### src/rtl/ddr_pfx_pkg.sv
package ddr_pfx_pkg;

  localparam int unsigned MAX_BEATS = 8;
  localparam int unsigned PRE_CYC   = 2;

  typedef enum logic [1:0] {
    PH_IDLE,
    PH_PRE,
    PH_BEAT,
    PH_POST
  } rd_phase_e;

  // burst length code -> number of external beats
  function automatic int unsigned beats_of(input logic [1:0] code);
    case (code)
      2'd0:    return 2;
      2'd1:    return 4;
      default: return 8;
    endcase
  endfunction

endpackage

### src/rtl/ddr_pfx_rd.sv
module ddr_pfx_rd
  import ddr_pfx_pkg::*;
#(
  parameter int unsigned DQ_W = 8
) (
  input  logic              clk,
  input  logic              rst_n,
  input  logic              rd_valid,
  input  logic [1:0]        rd_bl,
  input  logic [2*DQ_W-1:0] rd_word,
  output logic [DQ_W-1:0]   dq_out,
  output logic              dq_oe,
  output logic              dqs_out,
  output logic              dqs_oe,
  output logic              rd_start
);

  localparam int unsigned WORD_W = 2 * DQ_W;
  localparam int unsigned CW     = $clog2(MAX_BEATS + PRE_CYC + 2);

  function automatic logic [DQ_W-1:0] half_of(input logic [WORD_W-1:0] w,
                                              input logic upper);
    return upper ? w[WORD_W-1:DQ_W] : w[DQ_W-1:0];
  endfunction

  logic              act;
  logic [CW-1:0]     cnt;
  logic [CW-1:0]     beats;
  logic [WORD_W-1:0] stage_q;
  logic [WORD_W-1:0] hold_q;

  logic [CW-1:0] cnt_nx;
  logic [CW-1:0] last_cnt;
  logic [CW-1:0] bidx;
  logic          take;
  logic          load;
  logic          done;
  rd_phase_e     phase;

  assign rd_start = !act && rd_valid;
  assign cnt_nx   = cnt + CW'(1);
  assign last_cnt = beats + CW'(PRE_CYC);
  assign done     = act && (cnt == last_cnt);
  assign take     = rd_start || (act && !cnt_nx[0] && (cnt_nx < beats));
  assign load     = act && !cnt_nx[0];
  assign bidx     = cnt - CW'(PRE_CYC);

  always_comb begin
    if (!act)                    phase = PH_IDLE;
    else if (cnt < CW'(PRE_CYC)) phase = PH_PRE;
    else if (cnt < last_cnt)     phase = PH_BEAT;
    else                         phase = PH_POST;
  end

  always_ff @(posedge clk or negedge rst_n) begin
    if (!rst_n) begin
      act   <= 1'b0;
      cnt   <= '0;
      beats <= '0;
    end else if (rd_start) begin
      act   <= 1'b1;
      cnt   <= '0;
      beats <= CW'(beats_of(rd_bl));
    end else if (done) begin
      act   <= 1'b0;
    end else if (act) begin
      cnt   <= cnt_nx;
    end
  end

  always_ff @(posedge clk or negedge rst_n) begin
    if (!rst_n) begin
      stage_q <= '0;
      hold_q  <= '0;
    end else begin
      if (take) stage_q <= rd_word;
      if (load) hold_q  <= stage_q;
    end
  end

  assign dqs_oe  = (phase != PH_IDLE);
  assign dq_oe   = (phase == PH_BEAT);
  assign dqs_out = dq_oe && !bidx[0];
  assign dq_out  = dq_oe ? half_of(hold_q, bidx[0]) : '0;

endmodule

### src/rtl/ddr_pfx_wr.sv
module ddr_pfx_wr #(
  parameter int unsigned DQ_W = 8
) (
  input  logic              clk,
  input  logic              rst_n,
  input  logic [DQ_W-1:0]   dq_in,
  input  logic              dqs_in,
  input  logic              busy,
  output logic [2*DQ_W-1:0] wr_word,
  output logic              wr_valid
);

  logic [DQ_W-1:0] dq_d;
  logic [DQ_W-1:0] lo_q;
  logic            dqs_q;
  logic            have_lo;
  logic            rise;
  logic            fall;

  assign rise = !busy && dqs_in && !dqs_q;
  assign fall = !busy && !dqs_in && dqs_q && have_lo;

  always_ff @(posedge clk or negedge rst_n) begin
    if (!rst_n) begin
      dq_d     <= '0;
      dqs_q    <= 1'b0;
      lo_q     <= '0;
      have_lo  <= 1'b0;
      wr_word  <= '0;
      wr_valid <= 1'b0;
    end else begin
      dq_d     <= dq_in;
      dqs_q    <= dqs_in;
      wr_valid <= fall;
      if (rise) begin
        lo_q    <= dq_d;
        have_lo <= 1'b1;
      end
      if (fall) begin
        wr_word <= {dq_d, lo_q};
        have_lo <= 1'b0;
      end
    end
  end

endmodule

### src/rtl/ddr_prefetch_io.sv
module ddr_prefetch_io #(
  parameter int unsigned DQ_W = 8
) (
  input  logic              clk,
  input  logic              rst_n,
  input  logic              rd_valid,
  input  logic [1:0]        rd_bl,
  input  logic [2*DQ_W-1:0] rd_word,
  output logic [DQ_W-1:0]   dq_out,
  output logic              dq_oe,
  output logic              dqs_out,
  output logic              dqs_oe,
  input  logic [DQ_W-1:0]   dq_in,
  input  logic              dqs_in,
  output logic [2*DQ_W-1:0] wr_word,
  output logic              wr_valid
);

  logic rd_start;

  ddr_pfx_rd #(.DQ_W(DQ_W)) u_rd (
    .clk      (clk),
    .rst_n    (rst_n),
    .rd_valid (rd_valid),
    .rd_bl    (rd_bl),
    .rd_word  (rd_word),
    .dq_out   (dq_out),
    .dq_oe    (dq_oe),
    .dqs_out  (dqs_out),
    .dqs_oe   (dqs_oe),
    .rd_start (rd_start)
  );

  ddr_pfx_wr #(.DQ_W(DQ_W)) u_wr (
    .clk      (clk),
    .rst_n    (rst_n),
    .dq_in    (dq_in),
    .dqs_in   (dqs_in),
    .busy     (dqs_oe),
    .wr_word  (wr_word),
    .wr_valid (wr_valid)
  );

endmodule

### config.mk
export PLATFORM = sky130hd
export DESIGN_NAME = ddr_prefetch_io
export DESIGN_NICKNAME = d
export VERILOG_FILES = /design/src/rtl/ddr_pfx_pkg.sv /design/src/rtl/ddr_pfx_rd.sv /design/src/rtl/ddr_pfx_wr.sv /design/src/rtl/ddr_prefetch_io.sv
export SDC_FILE = /design/constraint.sdc
export NUM_CORES = 1
export LEC_CHECK = 0
export CORE_AREA = 2 2 113 115
export CTS_CLUSTER_SIZE = 8
export DETAILED_ROUTE_END_ITERATION = 16
export DIE_AREA = 0 0 115 117
export GPL_ROUTABILITY_DRIVEN = 0
export SYNTH_ARGS = -nofsm -noshare
export SYNTH_HDL_FRONTEND = slang
export SYNTH_SLANG_ARGS = --single-unit
### constraint.sdc
create_clock -name clk -period 2.6 [get_ports clk]
set_input_delay 0.26 -clock clk [delete_from_list [all_inputs] [get_ports clk]]
set_output_delay 0.26 -clock clk [all_outputs]
set_load 0.01 [all_outputs]
==> metrics.cfg <==
[grt]
grt_pass1_vias=2834
gr-total-overflow=0
gr-usage-all-layers_pct=13.8
grt_max_degree=43
antenna_found_initial=0
grt_pass1_wl_mm=14.5

[critical_path]
r2r_end=u_rd.stage_q[3]
cp_data_arrival_time_ps=2200
startpoint_type=flip-flop
cpMaxStageDelayCell=dfrtp_1
cp_max_fo=10
slowest_delay_ps=390
r2r_slack_ps=310
cpMostUsedCell=ha_1
crit_buf_inv=3
critPathCaptureType=primary output
worstReg2RegStart=u_rd.cnt[1]
crit_type=flip-flop to primary output
cp.required_ps=2340
path_cells=ha_1, inv_1, ha_1, nor2b_1, o21a_1, buf_12, nor3_2, clkdlybuf4s15_1
path_delay_family=adder cells
reg2regPathDepth=7

[layout]
final_common_cell=dfrtp_1
nets=425
drive_gt1_share_pct=21.4
antenna_cells=0
syn_to_final_growth_pct=27.2
layout_common_cells=dfrtp_1 (75), nand2_1 (55), clkdlybuf4s50_1 (46), nand3_1 (18), buf_4 (18)

[drt]
drtAntennaViolNets=0
first_iter_violations=180
dr.pass1.iters=4
wl_per_cell_um=16.0
routed_via_density=5.13
drc=0
dr_total_vias=2784
drt-total-wl_mm=8.67

[run_status]
status=finished, final reports clean

[cts]
cts_inserted_buffers=9
postCtsHoldBufs=0
postCtsSetupBuffers=0
root_buffer=clkbuf_16
path_clk_slew_ps=60
clockBufferDepth=2
cts_tree=built
htreeDepth=3
clk_latency_ps=330
cts_num_sinks=75
cts_resized=10

[placement]
hpwl_mm=6.05
port_buffers=57
pre_cts_ws_ps=93.8

[die]
dieArea_um2=13500
io_pins=58
dieWidth_um=115
die_h_um=117
start_util_pct=30.3
coreArea_um2=12300
rows=41

[min_path]
worstHoldPathType=input port to async pin

[yosys]
yosysTopAreaCellShare_pct=50.4
syn_area_um2=3730
yosys.area.top_type=dfrtp_1
ys_types=39
synth_fp_nets=368
syn_inst=331
yosys_warnings=0
ys_seq_area_share_pct=50.4
postSynthAreaPerCell_um2=11.3
synth_seq_cells=75
synth_area_leaders=dfrtp_1 (50%), nand2_1 (5.5%), mux2_2 (5.1%)

[sta]
rsz0062_at_grt=false
setup_ws_ps=141
min_period_ps=2460
worst_pin_slew_ps=919
finalSetupViolCount=0
max-slew-margin-rel_pct=38.8
setup_tns_ps=0
finClkSkew_ps=10.8
fmax_mhz=407
maxSlewViolCount=0
hold_viol=0
period_share_pct=94.6

[run]
max_cap_viol_count=0

[power_and_ir_drop]
power.leakage_nw=2.13
ir_drop_uv=622
powerDensity_nw_per_um2=1410

worst reg2reg max path: stages (launching register included):
cell and delay [ps]:
dfrtp_1 440, ha_1 220, nor2b_1 140, or2_2 290, ha_1 290, nand2_1 340
o2111ai_1 360, nand3_1 100
state kept, by name (all words and copies together) (netlist names):
name           count
u_rd.hold_q       16
u_rd.stage_q      16
u_wr.wr_word      16
u_wr.dq_d          8
u_wr.lo_q          8
u_rd.cnt           4
u_rd.beats         3
u_rd.act           1
u_wr.dqs_q         1
u_wr.have_lo       1
u_wr.wr_valid      1
metrics by stage:
stage	utilization, %	hold WS [ps]	instances	power (mW)	instance area [um2]
after floorplan	-	-35.6	331	4.29	3730
after global placement	36.3	433	527	5.45	4470
after detailed placement	36.3	445	527	5.55	4470
after CTS	38.7	93.9	543	6.77	4770
after global routing	38.5	147	543	7.20	4740
final	38.5	60.4	543	6.68	4740
cell type report:
cell class,instances,area [um2]
Sequential cell,75,1880
Inverter,7,26.3
Tap cell,150,188
Timing Repair Buffer,76,683
Clock inverter,5,60.1
Clock buffer,11,253
Multi-Input combinational cell,219,1650
Fill cell,1234,7570
how the worst max path moves through the flow:
| stage | startpoint | endpoint | slack, ps | cells after the start |
|---|---|---|---|---|
| 6_report | u_rd.beats[2] | dq_out[7] | 140 | 8 |
| 5_1_grt | u_rd.beats[1] | dqs_out | 10 | 7 |
| 4_1_cts | u_rd.beats[2] | dq_out[4] | 10 | 7 |
| 3_5_place_dp | u_rd.beats[2] | dq_out[4] | 90 | 7 |
| 3_3_place_gp | u_rd.beats[2] | dq_out[6] | 130 | 7 |
| 2_1_floorplan | u_rd.cnt[0] | u_rd.stage_q[10] | 450 | 9 |
power breakdown:
group	switching, mW	internal (mW)	leakage (nW)
sequential	0.340	1.70	0.899
combinational	1.82	1.53	1.08
clock	0.480	0.799	0.152
cells in the mapped netlist, drive strengths merged:
cell,number
a21o,1
a21oi,2
a31o,1
a41oi,16
and2,3
and3b,16
buf,21
clkbuf,9
dfrtp,75
ha,7
inv,7
mux2,26
mux2i,9
nand2,56
nand2b,3
nand3,18
nand4b,1
nor2,1
nor2b,4
nor3,11
nor3b,1
o2111ai,16
o211a,1
o211ai,16
o21a,1
o21ai,4
o31ai,1
or2,1
or3,1
xnor2,2
kinds of logic after synthesis:
family / after synthesis / share of synthesized area [%]
AND/OR/NAND/NOR: 116 / 17.7
adder cells (fa/ha/maj): 7 / 2.35
multiplexers: 35 / 11.2
buffers and inverters: 37 / 5.24
AO/OA/AOI/OAI: 59 / 12.7
XOR/XNOR: 2 / 0.470
flip-flops: 75 / 50.4
metal layers:
layer,wire [um],global-route usage [%],vias up
li1,-,-,1325
met1,4110,18.5,1371
met2,4000,22.0,79
met3,456,3.19,9
met4,104,4.82,0
met5,0,0,-
Note: power is estimated with default switching activity, not from simulation.
